$ cat src/rtl/gdisp_pkg.sv
package gdisp_pkg;

    typedef enum logic [3:0] {
        C_INT_ANY = 4'd0,
        C_INT_P0  = 4'd1,
        C_INT_P1  = 4'd2,
        C_LOAD    = 4'd3,
        C_STORE   = 4'd4,
        C_CTI     = 4'd5,
        C_FPM     = 4'd6,
        C_FPA     = 4'd7,
        C_SINGLE  = 4'd8,
        C_JLINK   = 4'd9,
        C_DIV     = 4'd10,
        C_MUL     = 4'd11,
        C_CCR_WR  = 4'd12,
        C_CCR_RD  = 4'd13,
        C_FCMP    = 4'd14,
        C_FSENS   = 4'd15
    } iclass_e;

    typedef enum logic [2:0] {
        U_NONE = 3'd0,
        U_ALU0 = 3'd1,
        U_ALU1 = 3'd2,
        U_LSU  = 3'd3,
        U_BRU  = 3'd4,
        U_FPM  = 3'd5,
        U_FPA  = 3'd6,
        U_JLS  = 3'd7
    } unit_e;

    typedef enum logic [1:0] {
        ST_RUN   = 2'd0,
        ST_FWIN  = 2'd1,
        ST_STALL = 2'd2
    } disp_state_e;

    function automatic logic is_alu(iclass_e c);
        return c inside {C_INT_ANY, C_INT_P0, C_INT_P1};
    endfunction

    function automatic logic is_lsu(iclass_e c);
        return c inside {C_LOAD, C_STORE, C_JLINK};
    endfunction

    function automatic logic is_single(iclass_e c);
        return c inside {C_SINGLE, C_DIV, C_MUL, C_CCR_WR, C_CCR_RD};
    endfunction

    function automatic logic is_fpa(iclass_e c);
        return c inside {C_FPA, C_FCMP, C_FSENS};
    endfunction

    function automatic logic ends_group(iclass_e c);
        return is_single(c) || (c == C_JLINK);
    endfunction

endpackage

$ cat src/rtl/grp_former.sv
module grp_former
    import gdisp_pkg::*;
#(
    parameter int LANES      = 4,
    parameter int ALU_MAX    = 2,
    parameter int INTMEM_MAX = 3,
    parameter int SZW        = $clog2(LANES + 1)
) (
    input  logic               clk,
    input  logic               rst_n,
    input  logic [LANES-1:0]   vld,
    input  logic [4*LANES-1:0] cls,
    input  logic               issue_ok,
    input  logic               fsens_block,
    output logic [LANES-1:0]   accept,
    output logic [SZW-1:0]     size,
    output logic               fcmp_issued
);

    always_comb begin
        int n, alu_n, mem_n, p0_n, p1_n, ls_n, cti_n, fpm_n, fpa_n;
        logic open, ok, fc;
        iclass_e c;
        n = 0; alu_n = 0; mem_n = 0; p0_n = 0; p1_n = 0;
        ls_n = 0; cti_n = 0; fpm_n = 0; fpa_n = 0;
        open = issue_ok;
        fc = 1'b0;
        accept = '0;
        for (int i = 0; i < LANES; i++) begin
            c  = iclass_e'(cls[4*i +: 4]);
            ok = open && vld[i];
            if (is_single(c) && n != 0)                             ok = 1'b0;
            if ((is_alu(c) || is_lsu(c)) && n == LANES - 1)         ok = 1'b0;
            if (is_alu(c) && alu_n >= ALU_MAX)                      ok = 1'b0;
            if ((is_alu(c) || is_lsu(c)) && mem_n >= INTMEM_MAX)    ok = 1'b0;
            if (c == C_INT_P0 && p0_n != 0)                         ok = 1'b0;
            if (c == C_INT_P1 && p1_n != 0)                         ok = 1'b0;
            if (is_lsu(c) && ls_n != 0)                             ok = 1'b0;
            if (c == C_CTI && cti_n != 0)                           ok = 1'b0;
            if (c == C_FPM && fpm_n != 0)                           ok = 1'b0;
            if (is_fpa(c) && fpa_n != 0)                            ok = 1'b0;
            if (c == C_FSENS && fsens_block)                        ok = 1'b0;
            accept[i] = ok;
            if (ok) begin
                n++;
                if (is_alu(c))                 alu_n++;
                if (is_alu(c) || is_lsu(c))    mem_n++;
                if (c == C_INT_P0)             p0_n++;
                if (c == C_INT_P1)             p1_n++;
                if (is_lsu(c))                 ls_n++;
                if (c == C_CTI)                cti_n++;
                if (c == C_FPM)                fpm_n++;
                if (is_fpa(c))                 fpa_n++;
                if (c == C_FCMP)               fc = 1'b1;
                if (ends_group(c))             open = 1'b0;
            end else begin
                open = 1'b0;
            end
        end
        size        = SZW'(n);
        fcmp_issued = fc;
    end

    logic [LANES-1:0] ls_mask;
    logic [LANES-1:0] brk_mask;
    for (genvar g = 0; g < LANES; g++) begin : g_mask
        assign ls_mask[g]  = accept[g] && is_lsu(iclass_e'(cls[4*g +: 4]));
        assign brk_mask[g] = accept[g] && ends_group(iclass_e'(cls[4*g +: 4]));
    end

    assert_prefix_R1: assert property (@(posedge clk) disable iff (!rst_n)
        ((accept + 1'b1) & accept) == '0);

    assert_one_lsu_R3: assert property (@(posedge clk) disable iff (!rst_n)
        $countones(ls_mask) <= 1);

    assert_single_alone_R7: assert property (@(posedge clk) disable iff (!rst_n)
        (accept[0] && is_single(iclass_e'(cls[3:0]))) |-> (size == SZW'(1)));

    assert_break_last_R8: assert property (@(posedge clk) disable iff (!rst_n)
        $countones(brk_mask) <= 1);

endmodule

$ cat src/rtl/unit_assigner.sv
module unit_assigner
    import gdisp_pkg::*;
#(
    parameter int LANES = 4
) (
    input  logic               clk,
    input  logic               rst_n,
    input  logic [LANES-1:0]   accept,
    input  logic [4*LANES-1:0] cls,
    output logic [3*LANES-1:0] lane_unit
);

    always_comb begin
        logic has_p0, has_p1;
        int any_n;
        iclass_e c;
        unit_e u;
        has_p0 = 1'b0;
        has_p1 = 1'b0;
        any_n  = 0;
        for (int i = 0; i < LANES; i++) begin
            c = iclass_e'(cls[4*i +: 4]);
            if (accept[i] && c == C_INT_P0) has_p0 = 1'b1;
            if (accept[i] && c == C_INT_P1) has_p1 = 1'b1;
        end
        lane_unit = '0;
        for (int i = 0; i < LANES; i++) begin
            c = iclass_e'(cls[4*i +: 4]);
            u = U_NONE;
            if (accept[i]) begin
                unique case (c)
                    C_INT_ANY: begin
                        if (has_p0)          u = U_ALU1;
                        else if (has_p1)     u = U_ALU0;
                        else if (any_n == 0) u = U_ALU0;
                        else                 u = U_ALU1;
                        any_n++;
                    end
                    C_INT_P0:                     u = U_ALU0;
                    C_INT_P1:                     u = U_ALU1;
                    C_LOAD, C_STORE:              u = U_LSU;
                    C_CTI:                        u = U_BRU;
                    C_FPM:                        u = U_FPM;
                    C_FPA, C_FCMP, C_FSENS:       u = U_FPA;
                    C_JLINK:                      u = U_JLS;
                    default:                      u = U_ALU0;
                endcase
            end
            lane_unit[3*i +: 3] = u;
        end
    end

    logic [LANES-1:0] alu0_mask;
    logic [LANES-1:0] alu1_mask;
    for (genvar g = 0; g < LANES; g++) begin : g_umask
        assign alu0_mask[g] = (lane_unit[3*g +: 3] == U_ALU0);
        assign alu1_mask[g] = (lane_unit[3*g +: 3] == U_ALU1);
    end

    assert_alu0_once_R6: assert property (@(posedge clk) disable iff (!rst_n)
        $countones(alu0_mask) <= 1);

    assert_alu1_once_R5: assert property (@(posedge clk) disable iff (!rst_n)
        $countones(alu1_mask) <= 1);

endmodule

$ cat src/rtl/stall_fsm.sv
module stall_fsm
    import gdisp_pkg::*;
#(
    parameter int DIV_BUB    = 68,
    parameter int MUL_BUB    = 19,
    parameter int CCRW_BUB   = 4,
    parameter int CCRR_BLOCK = 5,
    parameter int FCMP_WIN   = 2
) (
    input  logic       clk,
    input  logic       rst_n,
    input  logic       lead_issue,
    input  logic [3:0] lead_cls,
    input  logic       fcmp_issued,
    output logic       issue_ok,
    output logic       fsens_block
);

    localparam int CCRR_BUB = CCRR_BLOCK - 1;
    localparam int MAX_A    = (DIV_BUB > MUL_BUB) ? DIV_BUB : MUL_BUB;
    localparam int MAX_B    = (CCRW_BUB > CCRR_BUB) ? CCRW_BUB : CCRR_BUB;
    localparam int MAX_C    = (MAX_A > MAX_B) ? MAX_A : MAX_B;
    localparam int MAX_ALL  = (MAX_C > FCMP_WIN) ? MAX_C : FCMP_WIN;
    localparam int CW       = $clog2(MAX_ALL + 1);

    disp_state_e      state, state_nx;
    logic [CW-1:0]    cnt, cnt_nx;
    logic [CW-1:0]    bub;

    always_comb begin
        bub = '0;
        if (lead_issue) begin
            unique case (iclass_e'(lead_cls))
                C_DIV:    bub = CW'(DIV_BUB);
                C_MUL:    bub = CW'(MUL_BUB);
                C_CCR_WR: bub = CW'(CCRW_BUB);
                C_CCR_RD: bub = CW'(CCRR_BUB);
                default:  bub = '0;
            endcase
        end
    end

    always_ff @(posedge clk or negedge rst_n) begin
        if (!rst_n) begin
            state <= ST_RUN;
            cnt   <= '0;
        end else begin
            state <= state_nx;
            cnt   <= cnt_nx;
        end
    end

    always_comb begin
        state_nx = ST_RUN;
        cnt_nx   = '0;
        unique case (state)
            ST_RUN, ST_FWIN: begin
                if (bub != '0) begin
                    state_nx = ST_STALL;
                    cnt_nx   = bub;
                end else if (fcmp_issued) begin
                    state_nx = ST_FWIN;
                    cnt_nx   = CW'(FCMP_WIN);
                end else if (state == ST_FWIN && cnt > CW'(1)) begin
                    state_nx = ST_FWIN;
                    cnt_nx   = cnt - 1'b1;
                end
            end
            ST_STALL: begin
                if (cnt > CW'(1)) begin
                    state_nx = ST_STALL;
                    cnt_nx   = cnt - 1'b1;
                end
            end
            default: begin
                state_nx = ST_RUN;
                cnt_nx   = '0;
            end
        endcase
    end

    always_comb begin
        issue_ok    = (state != ST_STALL);
        fsens_block = (state == ST_FWIN);
    end

    assert_stall_blocks_R9: assert property (@(posedge clk) disable iff (!rst_n)
        (state == ST_STALL) |-> !lead_issue);

    assert_bubble_load_R9: assert property (@(posedge clk) disable iff (!rst_n)
        (state != ST_STALL && bub != '0) |=> (state == ST_STALL && cnt == $past(bub)));

    assert_fsens_held_R11: assert property (@(posedge clk) disable iff (!rst_n)
        fsens_block |-> !(lead_issue && lead_cls == C_FSENS));

    assert_window_open_R11: assert property (@(posedge clk) disable iff (!rst_n)
        (state != ST_STALL && bub == '0 && fcmp_issued) |=> (state == ST_FWIN));

endmodule

$ cat src/rtl/group_dispatch4.sv
module group_dispatch4
    import gdisp_pkg::*;
#(
    parameter int LANES      = 4,
    parameter int ALU_MAX    = 2,
    parameter int INTMEM_MAX = 3,
    parameter int DIV_BUB    = 68,
    parameter int MUL_BUB    = 19,
    parameter int CCRW_BUB   = 4,
    parameter int CCRR_BLOCK = 5,
    parameter int FCMP_WIN   = 2
) (
    input  logic                          clk,
    input  logic                          rst_n,
    input  logic [LANES-1:0]              head_vld,
    input  logic [4*LANES-1:0]            head_cls,
    output logic [$clog2(LANES+1)-1:0]    grp_size,
    output logic [3*LANES-1:0]            lane_unit
);

    localparam int SZW = $clog2(LANES + 1);

    logic [LANES-1:0] accept;
    logic             issue_ok;
    logic             fsens_block;
    logic             fcmp_issued;

    grp_former #(
        .LANES      (LANES),
        .ALU_MAX    (ALU_MAX),
        .INTMEM_MAX (INTMEM_MAX),
        .SZW        (SZW)
    ) u_form (
        .clk         (clk),
        .rst_n       (rst_n),
        .vld         (head_vld),
        .cls         (head_cls),
        .issue_ok    (issue_ok),
        .fsens_block (fsens_block),
        .accept      (accept),
        .size        (grp_size),
        .fcmp_issued (fcmp_issued)
    );

    unit_assigner #(
        .LANES (LANES)
    ) u_assign (
        .clk       (clk),
        .rst_n     (rst_n),
        .accept    (accept),
        .cls       (head_cls),
        .lane_unit (lane_unit)
    );

    stall_fsm #(
        .DIV_BUB    (DIV_BUB),
        .MUL_BUB    (MUL_BUB),
        .CCRW_BUB   (CCRW_BUB),
        .CCRR_BLOCK (CCRR_BLOCK),
        .FCMP_WIN   (FCMP_WIN)
    ) u_fsm (
        .clk         (clk),
        .rst_n       (rst_n),
        .lead_issue  (accept[0]),
        .lead_cls    (head_cls[3:0]),
        .fcmp_issued (fcmp_issued),
        .issue_ok    (issue_ok),
        .fsens_block (fsens_block)
    );

endmodule

$ cat config.mk
export PLATFORM = sky130hd
export DESIGN_NAME = group_dispatch4
export DESIGN_NICKNAME = d
export VERILOG_FILES = /design/src/rtl/gdisp_pkg.sv /design/src/rtl/grp_former.sv /design/src/rtl/unit_assigner.sv /design/src/rtl/stall_fsm.sv /design/src/rtl/group_dispatch4.sv
export SDC_FILE = /design/constraint.sdc
export NUM_CORES = 1
export LEC_CHECK = 0
export BUFFER_PORTS_ARGS = -buffer_cell sky130_fd_sc_hd__clkbuf_2
export CAP_MARGIN = 20
export CORE_MARGIN = 4
export CORE_UTILIZATION = 35
export CTS_CLUSTER_DIAMETER = 200
export DETAILED_ROUTE_END_ITERATION = 10
export SYNTH_ARGS = -nofsm -noshare
export SYNTH_HDL_FRONTEND = slang
export SYNTH_SLANG_ARGS = --single-unit
$ cat constraint.sdc
create_clock -name clk -period 15.1 [get_ports clk]
set_input_delay 3.775 -clock clk [delete_from_list [all_inputs] [get_ports clk]]
set_output_delay 3.775 -clock clk [all_outputs]
set_load 0.005 [all_outputs]
==> Word level (Yosys, flattened, before mapping) <==
Index checks and enable logic that the tools add are counted.
{ "op_classes": {"n_addsub": 22, "order_cmp": 7, "eq_ne": 66, "n_mux": 144, "n_reduce_logical": 110} }
{ "op_table": {"columns": ["cell", "count"], "rows": [
  ["2-to-1 mux 32 bit", 47],
  ["nonzero test 32 bit", 21],
  ["adder 32 x 2 -> 32 bit, second input constant", 19],
  [">= comparator 32 x 3 -> 1 bit, second input constant", 6],
  ["== test 4 bit, second input constant", 32],
  ["zero test 32 bit", 3],
  ["case mux 3 bit (7 select lines)", 4],
  ["2-to-1 mux 1 bit", 67],
  ["== test 32 x 3 -> 1 bit, second input constant", 2],
  ["== test 4 x 3 -> 1 bit, second input constant", 16],
  ["logical AND 1 bit", 47],
  ["nonzero test 3 bit", 12],
  ["2-to-1 mux 7 bit", 5],
  ["2-to-1 mux 3 bit", 11],
  ["== test 4 x 2 -> 1 bit, second input constant", 8],
  ["case mux 7 bit (3 select lines)", 1],
  ["nonzero test 5 bit", 4],
  ["== test 4 x 1 -> 1 bit, second input constant", 4],
  ["zero test 4 bit", 4],
  ["2-to-1 mux 2 bit", 7],
  ["case mux 7 bit (2 select lines)", 1],
  ["OR reduction 2 bit", 6],
  ["OR reduction 3 bit", 4],
  ["> comparator 7 x 1 -> 1 bit, second input constant", 1],
  ["11 further kinds", 17]
]} }
{ "totals": {"regBits": 9, "input_bits": 22, "out_inout_bits": 15, "word_cells": 351} }

==> Logic depth before layout (Yosys ltp) <==
Gate-level depths: netlist (run 1).
{ "depth": {"word_depth": 51, "mapped_depth": 32, "mapped_depth_nobuf": 27} }

==> Hierarchy <==
From an unflattened synthesis (run 1), not the netlist that was laid out.
{ "hier_totals": {"hier_cells": 415, "area_unflattened_um2": 3128.0} }
{ "modules_own_cells": {"columns": ["module", "n_inst", "cells_per_inst", "area_each_um2", "seq_area_each_um2"], "rows": [
  ["grp_former", 1, 239, 1762.9, 0.0],
  ["unit_assigner", 1, 114, 754.5, 0.0],
  ["stall_fsm", 1, 62, 610.6, 225.2]
]} }

==> Worst setup path before layout (run 1) <==
Ideal clock, no wire load.
{ "synth_timing": {"path_kind": "input -> output", "start": "input port head_cls[1]", "end": "output port grp_size[1]", "arrival_ns": 9.601, "required_time_ns": 11.325, "slack_ns": 1.724, "cell_stages": 29, "n_path_buf": 4, "path_cell_list": "clkbuf_1 > nand4_1 > o211ai_2 > nor2_1 > ha_1 > or3_1 > a211oi_2 > and3_2 > clkbuf_1 > clkinv_1 > ha_1 > nor2b_1 > a21oi_1 > o32a_1 > nand3_1 > clkbuf_2 > clkbuf_1 > xor2_1 > inv_1 > ha_1 > ha_1 > a31oi_1 > o21ai_0 > a211oi_1 > o21ai_0 > a211oi_1 > nor2b_1 > o2111ai_4 > mux2_4"} }
{ "synth_between": {"elab_chain_cells": 46, "word_cells_on_any_way": 197, "classes_between": "19 x add/sub; 6 x order compare; 18 x eq/ne; 92 x mux; 62 x reduce/logical"} }
{ "synth_rtl": {"columns": ["item", "line_no", "source"], "rows": [
  ["start: declaration", "group_dispatch4.sv:16", "input logic [4*LANES-1:0] head_cls,"],
  ["branches (longest 45 deep; another with >= comparator 32 x 3 -> 1 bit)", null, null],
  ["2-to-1 mux 3 bit (*)", "grp_former.sv:44", "if (ok) begin"],
  ["end: declaration", "group_dispatch4.sv:17", "output logic [$clog2(LANES+1)-1:0] grp_size,"]
]} }
Every way passes the cells marked *.

==> Worst setup path after layout (run 1) <==
{ "layout_timing": {"start": "input port head_cls[1]", "end": "output port lane_unit[9]"} }
{ "layout_between": {"elab_chain_cells": 51, "word_cells_on_any_way": 225, "classes_between": "20 x add/sub; 6 x order compare; 18 x eq/ne; 110 x mux; 71 x reduce/logical"} }
{ "layout_rtl": {"columns": ["item", "line_no", "source"], "rows": [
  ["branches (longest 50 deep; another with >= comparator 32 x 3 -> 1 bit)", null, null],
  ["2-to-1 mux 3 bit (*)", "unit_assigner.sv:30", "if (accept[i]) begin"],
  ["end: declaration", "group_dispatch4.sv:18", "output logic [3*LANES-1:0] lane_unit"]
]} }
Marked as above.

==> results by group, run 1 <==
Timing
  • Normalized max-slew margin: 62.8%
  • Final period utilization: 91.8%
  • Finish-stage setup viols: 0
  • Final Hold Fails: 0
  • Tightest Pin Transition: 0.553 ns
  • Crit path time final: 13.87 ns
  • Max-slew violations: 0
  • RSZ-0062 raised after global routing: no
  • Fmax: 72.1 MHz
  • Fin Setup TNS: 0 ns
  • Fin Clk Skew: 0.00176 ns

Status
  • Status: complete, no violations

Power and ir drop
  • Pint: 0.110 mW
  • Pwr dens: 70.9 mW/mm^2
  • Overall power: 0.214 mW
  • Psw: 0.105 mW
  • P_leak: 1.34 nW
  • Logic pwr share: 66.0%
  • Flop pwr share: 20.9%
  • Clock power share: 13.1%
  • Switching Share: 48.8%
  • Peak supply drop: 0.0444 mV

Yosys
  • Synth warn: 0
  • Register area share after synthesis: 8.21%
  • Mapped cell area: 0.00274 sq mm
  • Asr flop ratio synth: 100%
  • Synth Register Bits: 9
  • Yosys cell types: 69
  • Most common flop cell mapped by yosys: dfrtp_1
  • Gate Count Post-Synth: 397
  • Post-synth EDFFs: 0
  • Mean area per synthesized cell: 6.91 sq um

Final layout
  • ANT cells: 0
  • Footprint of the multi-input gates: 0.00235 sq mm
  • Share of post-route cells with drive strength above 1: 15.2%
  • FF+latch area: 225 sq um
  • Most frequent cells in the layout: nor2_1, clkbuf_2, nand2_1, ha_1, o21ai_0
  • Synth-to-layout area growth: 10.2%
  • # fillers: 843
  • Nets: 475
  • Commonest non-fill, non-tap cell in the layout: nor2_1
  • Cell area after layout: 0.00302 sq mm

Floorplanning
  • Die height: 96.5 um
  • Initial core utilization: 35.7%
  • IO Pins: 37
  • CORE AREA: 0.00769 sq mm
  • Row count: 32
  • Die ar.: 0.00932 sq mm
  • Die W: 96.5 um

Global route
  • GRT Util Overall: 17.5%
  • Initial antenna violation count: 0
  • Global route overflow: 0
  • First-pass GRT wire length: 13200 um
  • Largest net degree at the start of global routing: 20
  • Vias in the first global route: 2668

Setup path
  • FF-to-FF setup slack: 8.44 ns
  • Crit path capture type: primary output
  • CP required: 11.32 ns
  • Cells on worst reg2reg path: 25
  • Setup CP Type: input pin to primary output
  • Worst r2r src: u_fsm.state[1]
  • Crit path launch type: input pin
  • Crit path DAT: 10.09 ns
  • Worst-path maximum fanout: 19
  • RR Endpoint: u_fsm.cnt[6]

Detailed routing
  • Total Routed Length: 7870 um
  • Wire per inst: 15.1 um
  • Initial DRT Pass Iterations: 4
  • DR top layer: met4
  • Residual DRC count: 0
  • Via count: 2908
  • Met2 routed WL: 3680 um
  • Met1 WL: 3670 um
  • Initial drt markers: 119
  • Via density: 5.57
  • Metal3 WL: 443 um
  • DRT antenna net count: 0

Clock tree
  • CTS buffer count: 3
  • Htree depth: 1
  • Root Driver: clkbuf_8
  • CTS tree: yes
  • Clk sink count: 9
  • CTS max path bufs: 2
  • Number of gates resized after cts: 0
  • Clk slew on worst S/H paths: 0.04 ns
  • Post-CTS Setup Bufs: 0
  • CTS Hold Buffers Added: 0
  • Clk_lat worst skew: 0.23 ns

Place
  • Area after DPL: 0.00298 sq mm
  • Post-DP HPWL: 6280 um
  • GPL Wtd Cong: 0.876
  • PortBufs: 36

Min path
  • Hold WC Path Type: flop to flop
  • Hold path endpoint: u_fsm.cnt[0]
  • Cells on Worst Hold Path: 1
  • Hold path start: u_fsm.cnt[0]

Flow run
  • Maxcap violations: 0
[cell type report]
cell class                      count  area share (%)
Multi-Input combinational cell    348            77.9
Sequential cell                     9            7.45
Timing Repair Buffer               37            6.21
Tap cell                          102            4.22
Inverter                           22            2.73
Clock buffer                        4            1.49
[how the worst max path moves through the flow]
stage / start / endpoint / slack, ns
floorplan: head_cls[1] / grp_size[1] / 1.72
global placement: head_cls[1] / lane_unit[9] / 1.42
detailed placement: head_cls[1] / lane_unit[9] / 1.23
CTS: head_cls[1] / lane_unit[9] / 1.21
global route: head_cls[1] / lane_unit[6] / 0.60
finish: head_cls[1] / lane_unit[9] / 1.23
[per-stage QoR]
step	hold WS (ns)	utilization [%]	setup WS, ns	std cells
final	0.560	39.3	1.23	522
after global routing	0.602	39.3	0.600	522
after CTS	0.576	39.3	1.21	522
after detailed placement	0.562	38.7	1.23	518
after global placement	0.525	38.7	1.42	518
after floorplan	0.505	-	1.72	407
[cell families (layout without fill, tap and decap cells)]
logic type	count (synthesis)	count (layout)	share of synthesized area, %
adders and majority gates	32	32	14.6
buffers and inverters	50	63	7.34
and+or+nand+nor	174	174	32.6
other	2	12	0.274
xor gates and xnor gates	11	11	3.51
DFF	9	9	8.21
AOI/OAI and AO/OA	104	104	27.4
muxes	15	15	6.06
[state kept, by name, summed over array words and instances (netlist names)]
name and flops:
u_fsm.cnt 7, u_fsm.state 2
[power groups by stage]
stage	Clock, mW	Combinational [mW]	Sequential, mW
4_1_cts	0.0287	0.141	0.0448
3_5_place_dp	0	0.140	0.0446
6_report	0.0280	0.141	0.0448
5_1_grt	0.0300	0.161	0.0468
2_1_floorplan	0	0.114	0.0405
3_3_place_gp	0	0.139	0.0444
[critical path, cell delays in order]
cell	delay [ns]
clkbuf_2	0.29
nand4_1	0.16
o211ai_2	0.36
nor2_1	0.14
ha_1	0.20
or3_1	0.35
a211oi_2	0.27
and3_1	0.42
mux2i_1	0.35
ha_1	0.22
or3b_2	0.44
a21oi_1	0.16
o32a_1	0.21
nand3_1	0.17
xor2_1	0.24
inv_1	0.10
ha_1	0.19
ha_1	0.18
a31oi_1	0.12
o21ai_0	0.11
a211oi_1	0.29
o21ai_0	0.13
a211oi_1	0.28
nor2b_1	0.25
o2111ai_4	0.22
a2111oi_4	0.31
clkbuf_2	0.16
[routing by layer]
layer / GRT usage, % / up-vias
li1: - / 1473
met1: 24.5 / 1349
met2: 29.0 / 78
met3: 2.17 / 8
met4: 2.92 / 0
met5: 0 / -
[synth_stat cells (4+ instances only)]
library cell	count	area share, %
or2_2	4	0.91
dfrtp_1	9	8.2
xor2_1	6	1.9
nand3_1	10	1.8
nand2b_1	17	3.9
a31oi_1	6	1.4
nor2b_1	8	1.8
ha_1	32	15
mux2_2	5	2.1
clkbuf_1	21	2.9
inv_1	19	2.6
or3_1	4	0.91
and3_1	5	1.1
nor3_1	16	2.9
xnor2_1	5	1.6
and2_0	5	1.1
buf_2	4	0.73
o21ai_0	27	4.9
a221oi_1	4	1.3
nor2_1	45	6.2
o22ai_1	5	1.1
a21oi_1	16	2.9
a211oi_1	8	2.2
mux2i_1	8	2.9
nand2_1	34	4.7
and2_1	6	1.4
Power figures use the tool's default switching activity.
==> run 2, diff against run 1 <==
- RECOVER_POWER: default -> 25
- clock period: 15.1 -> 17.8 ns (I/O delays scaled with it)
==> results by group, run 2 (same netlist as run 1, synthesis figures left out) <==
Clock tree
  • Number of gates resized after cts: 0
  • Htree depth: 1
  • Clk slew on worst S/H paths: 0.04 ns
  • CTS buffer count: 3
  • Clk_lat worst skew: 0.23 ns
  • Root Driver: clkbuf_8
  • Clk sink count: 9
  • Post-CTS Setup Bufs: 0
  • CTS Hold Buffers Added: 0
  • CTS tree: yes
  • CTS max path bufs: 2

Setup path
  • CP max-delay cell: nand3_1
  • CP required: 13.35 ns
  • WP buf/inv: 3
  • Cells on worst reg2reg path: 26
  • Crit path launch type: input pin
  • Crit path largest cell delay: 0.59 ns
  • Worst-path maximum fanout: 23
  • FF-to-FF setup slack: 10.45 ns
  • CP dominant cell by count: ha_1
  • Crit path capture type: primary output
  • Setup CP Type: input pin to primary output
  • Crit path DAT: 11.41 ns
  • RR Endpoint: u_fsm.cnt[6]
  • Worst r2r src: u_fsm.state[1]
  • Delay-heaviest family, CP: compound AO/OA/AOI/OAI gates

Global route
  • Vias in the first global route: 2636
  • Global route overflow: 0
  • Initial antenna violation count: 0
  • Largest net degree at the start of global routing: 24
  • GRT Util Overall: 17.0%
  • First-pass GRT wire length: 12800 um

Place
  • Post-placement cell count: 517
  • Post-DP HPWL: 6200 um
  • PortBufs: 36
  • GPL Wtd Cong: 0.934

Final layout
  • Most frequent cells in the layout: nor2_1, clkbuf_2, nand2_1, ha_1, o21ai_0
  • Number of flip-flops in the largest register: 7
  • Share of post-route cells with drive strength above 1: 14.8%
  • Nets: 474
  • Final std cells w/o fill: 521
  • Synth-to-layout area growth: 9.85%
  • Most flop-heavy register: u_fsm.cnt
  • Commonest non-fill, non-tap cell in the layout: nor2_1
  • # fillers: 833
  • ANT cells: 0
  • Regs by FF count: u_fsm.cnt: 7 flops, u_fsm.state: 2 flops

Floorplanning
  • Die height: 96.5 um
  • Die W: 96.5 um
  • IO Pins: 37
  • CORE AREA: 0.00769 sq mm
  • Row count: 32
  • Die ar.: 0.00932 sq mm
  • Initial core utilization: 35.7%

Timing
  • Fmax: 63.0 MHz
  • Tightest Pin Transition: 0.828 ns
  • Fin Setup TNS: 0 ns
  • RSZ-0062 raised after global routing: no
  • Max-slew violations: 0
  • Finish-stage setup viols: 0
  • Final period utilization: 89.1%
  • Fin Clk Skew: 0.00205 ns
  • Crit path time final: 15.86 ns
  • Normalized max-slew margin: 44.7%
  • Final Hold Fails: 0

Detailed routing
  • Initial drt markers: 155
  • Via density: 5.55
  • Residual DRC count: 0
  • Wire per inst: 14.7 um
  • DRT antenna net count: 0
  • Initial DRT Pass Iterations: 4
  • Total Routed Length: 7640 um
  • Via count: 2891

Power and ir drop
  • P_leak: 1.34 nW
  • Pwr dens: 59.9 mW/mm^2
  • Peak supply drop: 0.0360 mV
  • Overall power: 0.181 mW

Min path
  • Hold path start: u_fsm.cnt[0]
  • Hold WC Path Type: flop to flop
  • Hold path endpoint: u_fsm.cnt[0]
  • Cells on Worst Hold Path: 1

Flow run
  • Maxcap violations: 0

Status
  • Status: complete, no violations
run 2: metal layers:
layer	wire (um)	vias up	global-route usage (%)
met4	106	0	2.34
met2	3430	78	27.7
met1	3740	1332	24.7
met3	371	8	1.78
met5	0	-	0
li1	-	1473	-
run 2: how the worst max path moves through the flow:
stage / from / to / slack, ns / cells past startpoint
after floorplan: head_cls[1] / grp_size[1] / 3.07 / 29
after CTS: head_cls[1] / lane_unit[9] / 1.97 / 27
after global placement: head_cls[1] / lane_unit[3] / 2.17 / 26
final: head_cls[1] / lane_unit[9] / 1.94 / 27
after global routing: head_cls[1] / lane_unit[9] / 1.16 / 28
after detailed placement: head_cls[1] / lane_unit[9] / 1.99 / 27
run 2: layout make-up:
class                      instances  area [sq um]  area share, %
inverter                          22          82.6           2.74
clock buffer                       4          45.0           1.49
tap                              102           128           4.23
timing repair buffer              36           179           5.94
multi-input combinational        348          2350           78.1
sequential                         9           225           7.47
run 2: through the flow:
step | hold WS (ns) | setup WS [ns] | cell area (sq um) | util [%]
CTS | 0.561 | 1.97 | 3020 | 39.2
global route | 0.616 | 1.16 | 3010 | 39.2
detailed placement | 0.545 | 1.99 | 2970 | 38.6
global placement | 0.526 | 2.17 | 2970 | 38.6
floorplan | 0.505 | 3.07 | 2780 | -
finish | 0.554 | 1.94 | 3010 | 39.2
run 2: worst reg2reg max path, stage by stage, from the launching register on:
cell and delay (ns):
dfrtp_1 0.52, nand2b_1 0.27, and2_1 0.28, nand3_1 0.16, inv_1 0.08, ha_1 0.18
or3_1 0.38, a211oi_2 0.24, and3_1 0.42, mux2i_1 0.37, ha_1 0.22, or3b_2 0.44
a21oi_1 0.17, o32a_1 0.21, nand3_1 0.59, xor2_1 0.40, inv_1 0.11, ha_1 0.19
ha_1 0.18, a31oi_1 0.14, o21ai_0 0.12, a211oi_1 0.31, o21ai_0 0.15, a211oi_1 0.29
nand4b_1 0.30, a31oi_1 0.39, o32ai_1 0.12
run 2: report_power, final:
| part | internal, mW | total, mW | switching (mW) | leakage, nW |
|---|---|---|---|---|
| Sequential | 0.0288 | 0.0383 | 0.00941 | 0.122 |
| Combinational | 0.0485 | 0.119 | 0.0704 | 1.19 |
| Clock | 0.0156 | 0.0235 | 0.00788 | 0.0228 |
| Total | 0.0929 | 0.181 | 0.0877 | 1.34 |
==> run 3, diff against run 2 <==
- CORE_UTILIZATION: 35 -> 41
==> results by group, run 3 (same netlist as run 1, synthesis figures left out) <==
Status
  • Status: complete, no violations

Place
  • GPL Wtd Cong: 0.894
  • Post-placement cell count: 492
  • PortBufs: 36
  • Post-DP HPWL: 6120 um
  • Place WS: 1.99 ns

Detailed routing
  • Wire per inst: 15.6 um
  • Via count: 2959
  • Residual DRC count: 0
  • Metal3 WL: 335 um
  • DR top layer: met4
  • Initial drt markers: 224
  • Total Routed Length: 7720 um
  • Via density: 5.97
  • Met2 routed WL: 3630 um
  • Initial DRT Pass Iterations: 5
  • Met1 WL: 3660 um
  • DRT antenna net count: 0

Final layout
  • ANT cells: 0
  • Share of post-route cells with drive strength above 1: 14.8%
  • Final std cells w/o fill: 496
  • # fillers: 683
  • Most frequent cells in the layout: nor2_1, clkbuf_2, nand2_1, ha_1, o21ai_0
  • Nets: 474
  • Most flop-heavy register: u_fsm.cnt
  • Commonest non-fill, non-tap cell in the layout: nor2_1
  • Regs by FF count: u_fsm.cnt: 7 flops, u_fsm.state: 2 flops
  • Synth-to-layout area growth: 8.71%
  • Number of flip-flops in the largest register: 7

Power and ir drop
  • Pwr dens: 61.2 mW/mm^2
  • Peak supply drop: 0.0346 mV
  • P_leak: 1.34 nW
  • Overall power: 0.183 mW

Floorplanning
  • Initial core utilization: 42.7%
  • Die height: 89.8 um
  • Die W: 89.8 um
  • IO Pins: 37
  • CORE AREA: 0.00642 sq mm
  • Die ar.: 0.00806 sq mm
  • Row count: 29

Timing
  • Normalized max-slew margin: 44.9%
  • Final worst slack: 1.89 ns
  • Final Hold Fails: 0
  • RSZ-0062 raised after global routing: no
  • Fmax: 62.9 MHz
  • Fin Clk Skew: 0.00236 ns
  • Finish-stage setup viols: 0
  • Crit path time final: 15.91 ns
  • Max-slew violations: 0
  • Tightest Pin Transition: 0.824 ns
  • Final period utilization: 89.4%
  • Fin Setup TNS: 0 ns
  • Hold Slack: 0.545 ns

Global route
  • First-pass GRT wire length: 13300 um
  • Global route overflow: 0
  • Initial antenna violation count: 0
  • Vias in the first global route: 2825
  • GRT Util Overall: 18.9%
  • Largest net degree at the start of global routing: 24

Setup path
  • Crit path capture type: primary output
  • Crit path DAT: 11.46 ns
  • CP required: 13.35 ns
  • Worst-path maximum fanout: 23
  • Crit path launch type: input pin
  • Setup CP Type: input pin to primary output

Clock tree
  • Number of gates resized after cts: 0
  • Post-CTS Setup Bufs: 0
  • CTS Hold Buffers Added: 0
  • Htree depth: 1
  • Clk sink count: 9
  • Clk slew on worst S/H paths: 0.04 ns
  • Clk_lat worst skew: 0.23 ns
  • Root Driver: clkbuf_8
  • CTS buffer count: 3
  • CTS max path bufs: 2
  • CTS tree: yes

Min path
  • Hold WC Path Type: flop to flop

Flow run
  • Maxcap violations: 0
run 3: cell counts in the layout (fill, tap and decap cells not counted):
Identical to the previous run, type by type.
run 3: area by class of cell:
cell class | count | area, sq um | share of cell area (%)
Clock buffer | 4 | 45.0 | 1.51
Inverter | 22 | 82.6 | 2.77
Multi-Input combinational cell | 348 | 2350 | 78.9
Sequential cell | 9 | 225 | 7.55
Tap cell | 77 | 96.3 | 3.23
Timing Repair Buffer | 36 | 179 | 6.00
run 3: worst max-delay path, cell delays in order:
cell and delay (ns):
clkbuf_2 0.30, nand4_1 0.16, o211ai_2 0.35, nor2_1 0.12, ha_1 0.19, or3_1 0.36, a211oi_2 0.25, and3_1 0.41
mux2i_1 0.41, ha_1 0.21, or3b_2 0.45, a21oi_1 0.15, o32a_1 0.21, nand3_1 0.59, xor2_1 0.38, inv_1 0.11
ha_1 0.19, ha_1 0.18, a31oi_1 0.14, o21ai_0 0.11, a211oi_1 0.29, o21ai_0 0.14, a211oi_1 0.32, nor2b_1 0.26
o2111ai_4 0.24, a2111oi_4 0.31, clkbuf_2 0.16
run 3: report_power, final:
group	total (mW)	internal (mW)	switching, mW	leakage [nW]
registers	0.0386	0.0288	0.00980	0.122
clock network	0.0236	0.0156	0.00799	0.0228
logic	0.120	0.0484	0.0719	1.19
run 3: metrics by stage:
stage          area (sq um)  utilization (%)
3_5_place_dp           2940             45.8
2_1_floorplan          2780                -
4_1_cts                2980             46.5
3_3_place_gp           2940             45.8
5_1_grt                2980             46.4
6_report               2980             46.4
run 3: layer usage:
layer | global-route usage [%] | vias up
met1 | 26.4 | 1397
li1 | - | 1465
met3 | 1.25 | 8
met4 | 4.47 | 0
met5 | 0 | -
met2 | 31.9 | 89
run 3: worst paths after layout:
check	startpoint	to	slack, ns	depth (start not counted)
setup / recovery	head_cls[1]	lane_unit[9]	1.89	27
hold / removal	u_fsm.cnt[5]	u_fsm.cnt[5]	0.55	2
setup reg to reg	u_fsm.state[1]	u_fsm.cnt[6]	10.41	26
hold reg to reg	u_fsm.cnt[5]	u_fsm.cnt[5]	0.55	2
max in group asynchronous	rst_n	u_fsm.cnt[5]	13.30	1
min in group asynchronous	rst_n	u_fsm.state[0]	4.16	1
